**config.mk**
```make
export PLATFORM = sky130hd
export DESIGN_NAME = drive_led_serializer
export DESIGN_NICKNAME = d
export VERILOG_FILES = /design/src/rtl/sgpio_led_pkg.sv /design/src/rtl/led_slot_map.sv /design/src/rtl/led_indicator_pattern.sv /design/src/rtl/led_frame_shifter.sv /design/src/rtl/drive_led_serializer.sv
export SDC_FILE = /design/constraint.sdc
export NUM_CORES = 1
export LEC_CHECK = 0
export BUFFER_PORTS_ARGS = -buffer_cell sky130_fd_sc_hd__buf_2
export CAP_MARGIN = 0
export CORE_AREA = 2 2 96 98
export CTS_CLUSTER_DIAMETER = 200
export DETAILED_ROUTE_END_ITERATION = 10
export DIE_AREA = 0 0 98 100
export GPL_TIMING_DRIVEN = 1
export PLACE_DENSITY = 0.74
export SLEW_MARGIN = 20
export SYNTH_ARGS = -nofsm -noshare
export SYNTH_HDL_FRONTEND = slang
export SYNTH_SLANG_ARGS = --single-unit
```
**constraint.sdc**
```tcl
create_clock -name clk -period 5.8 [get_ports clk]
set_input_delay 0 -clock clk [delete_from_list [all_inputs] [get_ports clk]]
set_output_delay 0 -clock clk [all_outputs]
set_load 0.01 [all_outputs]
```
**src/rtl/sgpio_led_pkg.sv**
```systemverilog
// Shared constants and types of the drive indicator serial transmitter.
// Assumes a 32-bit status word, with the decoded field positions given below.
package sgpio_led_pkg;

    // Number of indicator bits carried per port.
    localparam int IND_BITS   = 3;
    // Offsets of the indicators inside one port's group.
    localparam int OFS_FAULT  = 0;
    localparam int OFS_LOCATE = 1;
    localparam int OFS_ACT    = 2;

    // Status word layout.
    localparam int STATUS_W   = 32;
    localparam int BIT_ACT_A  = 20;
    localparam int BIT_ACT_B  = 21;
    localparam int BIT_LOCATE = 19;
    localparam int BIT_FAULT  = 22;
    localparam int SEL_LSB    = 8;
    localparam int SEL_MSB    = 15;

    // States of the frame sequencer.
    typedef enum logic [2:0] {
        ST_IDLE,
        ST_LD_HI,
        ST_LD_LO,
        ST_BIT_HI,
        ST_BIT_LO
    } ser_state_e;

endpackage

```
**src/rtl/led_slot_map.sv**
```systemverilog
// Port-to-slot table: one writable slot number per port.
// Assumes MAX_PORTS >= 2. Every entry resets to slot 0.
module led_slot_map #(
    parameter int MAX_PORTS = 8,
    localparam int SW = $clog2(MAX_PORTS)
) (
    input  logic          clk,
    input  logic          rst_n,
    input  logic          wr_en,
    input  logic [SW-1:0] wr_port,
    input  logic [SW-1:0] wr_slot,
    input  logic [SW-1:0] rd_port,
    output logic [SW-1:0] rd_slot
);

    logic [SW-1:0] tbl [MAX_PORTS];

    // Reset all entries to zero, otherwise write one entry on request.
    always_ff @(posedge clk) begin
        if (!rst_n) begin
            for (int i = 0; i < MAX_PORTS; i++) tbl[i] <= '0;
        end else if (wr_en) begin
            tbl[wr_port] <= wr_slot;
        end
    end

    // Combinational lookup of the requesting port's slot.
    assign rd_slot = tbl[rd_port];

endmodule

```
**src/rtl/led_indicator_pattern.sv**
```systemverilog
// Indicator pattern register. It decodes a status word into fault, locate
// and activity, and merges them into the group of the addressed slot.
// A zero word clears the group. A nonzero word only sets bits.
// pattern_nxt is the value the register takes on the update edge; the
// frame sequencer uses it as its snapshot.
module led_indicator_pattern
    import sgpio_led_pkg::*;
#(
    parameter int MAX_PORTS = 8,
    localparam int SW = $clog2(MAX_PORTS),
    localparam int PW = IND_BITS * MAX_PORTS
) (
    input  logic                clk,
    input  logic                rst_n,
    input  logic                upd_en,
    input  logic [SW-1:0]       slot,
    input  logic [STATUS_W-1:0] status,
    output logic [PW-1:0]       pattern,
    output logic [PW-1:0]       pattern_nxt
);

    logic is_zero;
    logic dec_act;
    logic dec_loc;
    logic dec_flt;

    // Field decode of the status word.
    always_comb begin
        is_zero = (status == '0);
        dec_act = status[BIT_ACT_A] | status[BIT_ACT_B];
        dec_loc = status[BIT_LOCATE];
        dec_flt = status[BIT_FAULT];
    end

    // Next pattern: clear or set the indicator group of the selected slot.
    always_comb begin
        pattern_nxt = pattern;
        for (int i = 0; i < MAX_PORTS; i++) begin
            if (upd_en && slot == SW'(i)) begin
                if (is_zero) begin
                    pattern_nxt[IND_BITS*i + OFS_FAULT]  = 1'b0;
                    pattern_nxt[IND_BITS*i + OFS_LOCATE] = 1'b0;
                    pattern_nxt[IND_BITS*i + OFS_ACT]    = 1'b0;
                end else begin
                    if (dec_flt) pattern_nxt[IND_BITS*i + OFS_FAULT]  = 1'b1;
                    if (dec_loc) pattern_nxt[IND_BITS*i + OFS_LOCATE] = 1'b1;
                    if (dec_act) pattern_nxt[IND_BITS*i + OFS_ACT]    = 1'b1;
                end
            end
        end
    end

    // Pattern register with synchronous reset.
    always_ff @(posedge clk) begin
        if (!rst_n) pattern <= '0;
        else        pattern <= pattern_nxt;
    end

    // a nonzero word never clears a bit.
    p_sticky_set_r2: assert property (@(posedge clk) disable iff (!rst_n)
        (upd_en && !is_zero) |=> ((pattern & $past(pattern)) == $past(pattern)));

    // a zero word leaves the addressed group all-zero.
    p_zero_clears_r3: assert property (@(posedge clk) disable iff (!rst_n)
        (upd_en && is_zero) |=>
            (((pattern >> (IND_BITS * int'($past(slot)))) & PW'(7)) == '0));

endmodule

```
**src/rtl/led_frame_shifter.sv**
```systemverilog
// Frame sequencer for the three-wire output. On start it captures a pattern
// snapshot and a bit count. It sends one load period (load high through one
// clock high and low phase), then the bits LSB first. Data changes on the
// falling clock, so each bit is settled before its rising clock. Assumes
// PHASE_CLKS >= 1 and nbits >= 1.
module led_frame_shifter
    import sgpio_led_pkg::*;
#(
    parameter int MAX_PORTS  = 8,
    parameter int PHASE_CLKS = 12500,
    localparam int PW  = IND_BITS * MAX_PORTS,
    localparam int BCW = $clog2(PW + 1),
    localparam int TW  = (PHASE_CLKS > 1) ? $clog2(PHASE_CLKS) : 1
) (
    input  logic           clk,
    input  logic           rst_n,
    input  logic           start,
    input  logic [PW-1:0]  frame_in,
    input  logic [BCW-1:0] nbits,
    output logic           ready,
    output logic           sclk,
    output logic           sload,
    output logic           sdata
);

    localparam logic [TW-1:0] T_RELOAD = TW'(PHASE_CLKS - 1);

    ser_state_e     state;
    logic [TW-1:0]  timer;
    logic [BCW-1:0] remain;
    logic [PW-1:0]  shreg;
    logic           phase_end;

    assign phase_end = (timer == '0);
    assign ready     = (state == ST_IDLE);

    // Sequencer: phase timer, line levels and shift register.
    always_ff @(posedge clk) begin
        if (!rst_n) begin
            state  <= ST_IDLE;
            timer  <= '0;
            remain <= '0;
            shreg  <= '0;
            sclk   <= 1'b1;
            sload  <= 1'b1;
            sdata  <= 1'b1;
        end else begin
            if (state != ST_IDLE && !phase_end) timer <= timer - 1'b1;
            unique case (state)
                ST_IDLE: begin
                    if (start) begin
                        state  <= ST_LD_HI;
                        timer  <= T_RELOAD;
                        shreg  <= frame_in;
                        remain <= nbits;
                        sload  <= 1'b1;
                        sclk   <= 1'b1;
                    end
                end
                ST_LD_HI: begin
                    if (phase_end) begin
                        state <= ST_LD_LO;
                        timer <= T_RELOAD;
                        sclk  <= 1'b0;
                        sdata <= shreg[0];
                    end
                end
                ST_LD_LO: begin
                    if (phase_end) begin
                        state <= ST_BIT_HI;
                        timer <= T_RELOAD;
                        sload <= 1'b0;
                        sclk  <= 1'b1;
                    end
                end
                ST_BIT_HI: begin
                    if (phase_end) begin
                        state  <= ST_BIT_LO;
                        timer  <= T_RELOAD;
                        sclk   <= 1'b0;
                        remain <= remain - 1'b1;
                        shreg  <= shreg >> 1;
                        if (remain > BCW'(1)) sdata <= shreg[1];
                    end
                end
                ST_BIT_LO: begin
                    if (phase_end) begin
                        timer <= T_RELOAD;
                        if (remain == '0) begin
                            state <= ST_IDLE;
                        end else begin
                            state <= ST_BIT_HI;
                            sclk  <= 1'b1;
                        end
                    end
                end
                default: state <= ST_IDLE;
            endcase
        end
    end

    // data holds still while the clock is high in the data part.
    p_data_stable_r7: assert property (@(posedge clk) disable iff (!rst_n)
        (!sload && sclk && $past(sclk)) |-> $stable(sdata));

    // load drops only together with the first data clock rising.
    p_load_drop_r6: assert property (@(posedge clk) disable iff (!rst_n)
        $fell(sload) |-> $rose(sclk));

    // a frame begins with both load and clock high.
    p_frame_open_r6: assert property (@(posedge clk) disable iff (!rst_n)
        (ready && start) |=> (sload && sclk));

endmodule

```
**src/rtl/drive_led_serializer.sv**
```systemverilog
// Top of the drive indicator transmitter. It handles the request handshake,
// the slot-select range check and the port-count clamp, and it joins the
// slot table, the pattern register and the frame sequencer. A request is
// taken only while no frame is running. Pattern update and frame snapshot
// happen on the same edge.
module drive_led_serializer
    import sgpio_led_pkg::*;
#(
    parameter int MAX_PORTS  = 8,
    parameter int PHASE_CLKS = 12500,
    localparam int SW  = $clog2(MAX_PORTS),
    localparam int NPW = $clog2(MAX_PORTS + 1),
    localparam int PW  = IND_BITS * MAX_PORTS,
    localparam int BCW = $clog2(PW + 1)
) (
    input  logic                clk,
    input  logic                rst_n,
    input  logic                req_valid,
    output logic                req_ready,
    input  logic [SW-1:0]       req_port,
    input  logic [STATUS_W-1:0] req_status,
    output logic                req_err,
    input  logic                map_we,
    input  logic [SW-1:0]       map_port,
    input  logic [SW-1:0]       map_slot,
    input  logic [NPW-1:0]      n_ports,
    output logic                led_clk,
    output logic                led_load,
    output logic                led_data
);

    logic            accept;
    logic            sel_bad;
    logic            upd_en;
    logic [SW-1:0]   slot;
    logic [NPW-1:0]  n_eff;
    logic [BCW-1:0]  nbits;
    logic [PW-1:0]   pat_q;
    logic [PW-1:0]   pat_nxt;
    logic [SEL_MSB-SEL_LSB:0] sel_field;

    // Handshake and slot-select range check.
    always_comb begin
        sel_field = req_status[SEL_MSB:SEL_LSB];
        accept    = req_valid && req_ready;
        sel_bad   = (32'(sel_field) >= 32'(MAX_PORTS));
        upd_en    = accept && !sel_bad;
    end

    // Clamp the port count into 1..MAX_PORTS and derive the bit count.
    always_comb begin
        if (n_ports == '0)                     n_eff = NPW'(1);
        else if (32'(n_ports) > 32'(MAX_PORTS)) n_eff = NPW'(MAX_PORTS);
        else                                   n_eff = n_ports;
        nbits = BCW'(IND_BITS * 32'(n_eff));
    end

    // One-cycle error pulse for a rejected request.
    always_ff @(posedge clk) begin
        if (!rst_n) req_err <= 1'b0;
        else        req_err <= accept && sel_bad;
    end

    led_slot_map #(.MAX_PORTS(MAX_PORTS)) u_map (
        .clk     (clk),
        .rst_n   (rst_n),
        .wr_en   (map_we),
        .wr_port (map_port),
        .wr_slot (map_slot),
        .rd_port (req_port),
        .rd_slot (slot)
    );

    led_indicator_pattern #(.MAX_PORTS(MAX_PORTS)) u_pat (
        .clk         (clk),
        .rst_n       (rst_n),
        .upd_en      (upd_en),
        .slot        (slot),
        .status      (req_status),
        .pattern     (pat_q),
        .pattern_nxt (pat_nxt)
    );

    led_frame_shifter #(.MAX_PORTS(MAX_PORTS), .PHASE_CLKS(PHASE_CLKS)) u_shf (
        .clk      (clk),
        .rst_n    (rst_n),
        .start    (upd_en),
        .frame_in (pat_nxt),
        .nbits    (nbits),
        .ready    (req_ready),
        .sclk     (led_clk),
        .sload    (led_load),
        .sdata    (led_data)
    );

    // an error pulse always follows a handshake.
    p_err_after_req_r10: assert property (@(posedge clk) disable iff (!rst_n)
        req_err |-> $past(req_valid && req_ready));

    // a rejected request leaves the pattern untouched.
    p_reject_no_change_r10: assert property (@(posedge clk) disable iff (!rst_n)
        (accept && sel_bad) |=> $stable(pat_q));

    // the pattern is frozen while a frame is running.
    p_busy_freeze_r11: assert property (@(posedge clk) disable iff (!rst_n)
        !req_ready |=> $stable(pat_q));

endmodule

```
## After elaboration in Yosys (flattened, before gate mapping)

Memories as Yosys holds them, arrays and structs flattened.
Cells that the tools add are included.

- Output and inout port bits: 5
- Bits in writable memories: 24
- Memories kept: 1
- Flip-flop bits (word level): 74
- Input port bits: 49
- Word-level logic and storage cells: 146

Memory list:

| memory | words | width | read ports | clocked after memory_dff | wr ports | line | text |
|---|---|---|---|---|---|---|---|
| u_map.tbl | 8 | 3 | 1 | 0 | 8 | led_slot_map.sv:16 | `logic [SW-1:0] tbl [MAX_PORTS];` |

- Bitwise operators: 1
- Reduce and logical (&&, ||, !) cells: 33
- Multipliers: 1
- Multiplexer cells: 77
- Add/subtract/negate cells: 2
- Magnitude comparators: 3
- Equal/unequal tests: 19

Operator list:

| cell | count |
|---|---|
| two-way mux 3 bit | 23 |
| two-way mux 24 bit | 2 |
| case mux 24 bit (2 select lines) | 1 |
| two-way mux 14 bit | 3 |
| two-way mux 1 bit | 37 |
| zero test 32 bit | 1 |
| case mux 14 bit (2 select lines) | 1 |
| == test 3 bit, second input constant | 5 |
| case mux 3 bit (5 select lines) | 1 |
| zero test 14 bit | 1 |
| != test 2 x 1 -> 1 bit, second input constant | 7 |
| subtractor 14 x 1 -> 14 bit, second input constant | 1 |
| == test 3 x 2 -> 1 bit, second input constant | 4 |
| logical AND 1 bit | 12 |
| two-way mux 5 bit | 2 |
| case mux 5 bit (2 select lines) | 1 |
| greater-or-equal comparator 8 x 4 -> 1 bit, second input constant | 1 |
| two-way mux 4 bit | 2 |
| == test 3 x 1 -> 1 bit, second input constant | 2 |
| zero test 3 bit | 2 |
| AND reduction 3 bit | 2 |
| AND reduction 6 bit | 1 |
| nonzero test 2 bit | 3 |
| greater-than comparator 5 x 1 -> 1 bit, second input constant | 1 |
| other kinds (18) | 20 |

## Longest topological paths before layout

- Depth in word-level cells: 7
- Depth in mapped cells: 11
- Depth with buffers taken out: 11

## Modules after synthesis

Synthesis repeated with hierarchy kept, for this count alone.

- Cell total of the unflattened synthesis: 540
- Area, all modules: 5044.8 µm²

Modules (own cells, without submodules):

| module | seq. area each (µm²) | cells an instance | instances | area an instance (µm²) |
|---|---|---|---|---|
| led_frame_shifter | 980.9 | 301 | 1 | 2443.6 |
| led_indicator_pattern | 480.5 | 138 | 1 | 1271.2 |
| led_slot_map | 720.7 | 81 | 1 | 1163.6 |
| drive_led_serializer | 20.0 | 20 | 1 | 166.4 |

## Worst setup path after synthesis

Ideal clock, no wire load.

- Path kind: register to register
- From: register u_shf.timer[0]
- To: register u_shf.remain[2]
- Period minus slack after synthesis: 2.494 ns
- Setup time: 0.128 ns
- Data arrival time: 2.367 ns
- Path buffers: 2
- Cell stages (with the launch flop): 11
- Setup slack: 3.306 ns
- Path through: dfxtp_1 -> inv_1 -> ha_1 -> or4b_1 -> or4_4 -> buf_6 -> a22oi_4 -> buf_6 -> o21ai_0 -> a22oi_1 -> nor2_1

- Cells in the longest elaborated chain, start to end: 3

Ends and longest elaborated chain:

| element | line | text |
|---|---|---|
| from (decl) | led_frame_shifter.sv:29 | `logic [TW-1:0] timer;` |
| from (signal assigned) | led_frame_shifter.sv:48 | `if (state != ST_IDLE && !phase_end) timer <= timer - 1'b1;` |
| zero test 14 bit | led_frame_shifter.sv:34 | `assign phase_end = (timer == '0);` |
| != test 2 x 1 -> 1 bit (no line) | n/a |  |
| AND reduction 3 bit (no line) | n/a |  |
| to (signal assigned) | led_frame_shifter.sv:55 | `remain <= nbits;` |
| to (signal assigned) | led_frame_shifter.sv:81 | `remain <= remain - 1'b1;` |
| to (decl) | led_frame_shifter.sv:30 | `logic [BCW-1:0] remain;` |

No other way between the ends.
A chain may end at the register's enable or synchronous reset.

## Worst setup path after layout

- From: register u_shf.state[2]
- To: register u_shf.shreg[0]

- Cells in the longest elaborated chain, start to end: 7
- Elaborated cells between the ends (all ways): 12
- Those cells by class: eq/ne: 3; mux: 3; reduce/logical: 6

Ends and longest elaborated chain:

| element | line | text |
|---|---|---|
| from (decl) | led_frame_shifter.sv:28 | `ser_state_e state;` |
| from (signal assigned) | led_frame_shifter.sv:40 | `state <= ST_IDLE;` |
| from (signal assigned) | led_frame_shifter.sv:52 | `state <= ST_LD_HI;` |
| from (signal assigned) | led_frame_shifter.sv:62 | `state <= ST_LD_LO;` |
| zero test 3 bit | led_frame_shifter.sv:35, led_frame_shifter.sv:49 |  |
| logical AND 1 bit | drive_led_serializer.sv:45 | `accept = req_valid && req_ready;` |
| logical AND 1 bit | drive_led_serializer.sv:47 | `upd_en = accept && !sel_bad;` |
| logical AND 1 bit | led_indicator_pattern.sv:39 | `if (upd_en && slot == SW'(i)) begin` |
| two-way mux 3 bit | led_indicator_pattern.sv:39 |  |
| two-way mux 24 bit | led_frame_shifter.sv:51 | `if (start) begin` |
| case mux 24 bit (2 select lines) | led_frame_shifter.sv:49 | `unique case (state)` |
| to (signal assigned) | led_frame_shifter.sv:54 | `shreg <= frame_in;` |
| to (signal assigned) | led_frame_shifter.sv:82 | `shreg <= shreg >> 1;` |
| to (decl) | led_frame_shifter.sv:31 | `logic [PW-1:0] shreg;` |

Parallel ways exist; a longest one is shown, timed or not. The select of a mux whose other input is x is not followed.

==> flow_metrics.py <==
metrics = {
    "global_routing": {
        "use_met2_pct": 36.5,
        "grt_pass1_wl_um": 17600,
        "use_met3_pct": 3.76,
        "met1_usage_pct": 29.4,
        "track_usage_pct": 22.2,
        "grt_max_degree": 31,
        "antenna_found_initial": 0,
        "top_usage_layer": "met2",
        "grt_pass1_vias": 3669,
        "grt_overflow": 0,
    },
    "synthesis": {
        "netlist-cell-type-count": 57,
        "seq_area_frac_synth_pct": 47.3,
        "synth_area_per_cell_um2": 9.47,
        "synth.most_common_cell": "dfxtp_1",
        "ys.flop_type": "dfxtp_1",
        "syn_inst": 492,
        "yosys-top-cells-area": "dfxtp_1, edfxtp_1, nor2_1",
        "yosysWarnings": 0,
        "syn_area_um2": 4660,
        "yosys.area.top_type": "dfxtp_1",
        "ys_ff_latch": 98,
        "syn_nets": 547,
        "synth_top_area_share_pct": 31.8,
        "synthArstFlopShare_pct": 0,
        "synth-edff-count": 24,
        "netlist_top_cells_count": "dfxtp_1, nor2_1, and2_1",
    },
    "power": {
        "p_leak_uw": 0.00191,
        "cellPowerDensity_nw_per_um2": 377,
        "total_power_uw": 1930,
        "irDropWorstVdd_uv": 285,
    },
    "critical_path": {
        "crit_slowest_cell": "a21oi_1",
        "crit_buf_inv": 1,
        "crit_type": "flip-flop to flip-flop",
        "critPathMaxStageDelay_ns": 0.98,
        "required_ns": 6.00,
        "critical_path.max_fanout": 14,
        "path_cells": "or3_1 > clkinv_1 > nand4b_1 > a21oi_1 > and2_1 > a21o_1 > o32ai_1",
        "critPathTopFamily": "simple AND/OR/NAND/NOR gates",
        "end_kind": "flip-flop",
        "cp-start-kind": "flip-flop",
        "cp_data_arrival_time_ns": 3.87,
    },
    "floorplanning": {
        "die_w_um": 98,
        "dieHeight_um": 100,
        "die_area_um2": 9800,
        "core-area_um2": 8890,
        "start_util_pct": 52.4,
        "pin_count": 54,
        "num_rows": 35,
    },
    "timing": {
        "slew_headroom_pct": 32.2,
        "rsz0062_at_grt": "no",
        "fin_setup_tns_ns": 0,
        "worst_slew_pin_slew_ns": 1.02,
        "setup_viol": 0,
        "slew_violations": 0,
        "finalCritPeriodShare_pct": 63.4,
        "finalClockSkew_ns": 0.0142,
        "hold_viol": 0,
        "max_freq_mhz": 272,
        "min_period_ns": 3.68,
    },
    "clock_tree": {
        "max-clock-path-buffers": 2,
        "postCtsSetupRepairBufs": 0,
        "post_cts_resized": 0,
        "worstSkewPairLatency_ns": 0.37,
        "h-tree-depth": 3,
        "cts_sinks": 98,
        "cts_buffers": 9,
        "clk_pin_slew_ns": 0.09,
        "cts_root_buf": "clkbuf_8",
        "tritoncts": "yes",
    },
    "job": {
        "maxCapViolations": 0,
    },
    "run_status": {
        "outcome": "finished, final reports clean",
    },
    "final_layout": {
        "fillers": 795,
        "instances_no_fill": 642,
        "diodes": 0,
        "layout-drive-gt1-share_pct": 16.4,
        "layout.nets": 581,
        "seq_area_um2": 2200,
        "multi_input_area_um2": 2270,
        "area_growth_pct": 10.0,
    },
    "drt": {
        "via_count": 3869,
        "firstDrtPassIters": 5,
        "wl_um": 10500,
        "final_antenna_net_count": 0,
        "drt_iter0_markers": 176,
        "wl_per_cell_um": 16.3,
        "drc_errors": 0,
        "viasPerCell": 6.03,
    },
    "place": {
        "io_buffers": 53,
        "hpwlAfterDp_um": 7330,
        "place.gp.congestion": 0.822,
        "place_inst": 625,
    },
    "worst_hold_path": {
        "hp-class": "input pin to flip-flop",
    },
}
per-stage QoR:
step	worst slack, ns	instance area [um2]	hold slack [ns]	utilization [%]
4_1_cts	2.12	5120	0.00222	57.6
3_5_place_dp	2.14	4920	0.285	55.3
6_report	2.12	5120	0.0168	57.6
2_1_floorplan	3.31	4660	0.126	-
3_3_place_gp	2.28	4920	0.281	55.3
5_1_grt	1.73	5120	0.0163	57.6
power breakdown:
| part | internal (uW) | switching, uW |
|---|---|---|
| logic | 251 | 400 |
| clock network | 212 | 231 |
| registers | 774 | 62.8 |
area by class of cell:
type                       instances  share of cell area, %
inverter                          12                  0.879
sequential                        98                   43.0
clock buffer                      12                   2.83
tap                              111                   2.71
multi-input combinational        351                   44.2
timing repair buffer              54                   5.37
clock inverter                     4                   1.00
path summary, 6_finish.rpt:
check / startpoint / endpoint / slack, ns / depth (start not counted)
hold / removal: n_ports[3] / u_shf.remain[0] / 0.02 / 4
setup reg to reg: u_shf.state[2] / u_shf.shreg[0] / 2.12 / 7
setup / recovery: u_shf.state[2] / u_shf.shreg[0] / 2.12 / 7
hold reg to reg: u_pat.pattern[1] / u_pat.pattern[1] / 0.47 / 2
sequential cells by signal, indices dropped and copies added, names as in the netlist:
| register | count |
|---|---|
| u_shf.sload | 1 |
| req_err | 1 |
| u_shf.timer | 14 |
| u_shf.remain | 5 |
| u_shf.sclk | 1 |
| u_shf.shreg | 24 |
| u_map.tbl | 24 |
| u_shf.state | 3 |
| u_shf.sdata | 1 |
| u_pat.pattern | 24 |
cells in the final DEF (no fill, tap or decap), types with 13 or more instances in the layout:
cell type | Yosys | layout
dfxtp_1 | 74 | 74
nor2_1 | 61 | 61
buf_2 | 4 | 53
and2_1 | 33 | 33
edfxtp_1 | 24 | 24
a21oi_1 | 23 | 23
a31oi_1 | 22 | 22
nand2_1 | 17 | 17
nor3_1 | 17 | 17
nand3_1 | 15 | 15
o21ai_0 | 14 | 14
o22ai_1 | 13 | 13
metal layers:
| layer | part of all wire (%) | up-vias |
|---|---|---|
| met3 | 4.1 | 15 |
| met5 | 0 | - |
| li1 | - | 1883 |
| met2 | 49 | 100 |
| met1 | 45 | 1871 |
| met4 | 1.8 | 0 |
cells by family after synthesis:
logic type	after synthesis	synth area share (%)
and+or+nand+nor	188	20.7
AOI/OAI and AO/OA	132	20.1
DFF	98	47.3
buffers and inverters	43	4.06
xor gates and xnor gates	14	2.63
muxes	11	3.52
adders and majority gates	6	1.77
worst min-delay path: cells and delay by family:
kind,cells,cell delay (ns)
simple gates,2,0.14
compound gates,1,0.07
buf+inv,1,0.12
timing repair:
item	4_1_cts	5_1_grt
hold buffers	1	0
hold endpoints to repair	1	0
setup endpoints to repair	0	0
Note: power is estimated with default switching activity, not from simulation.
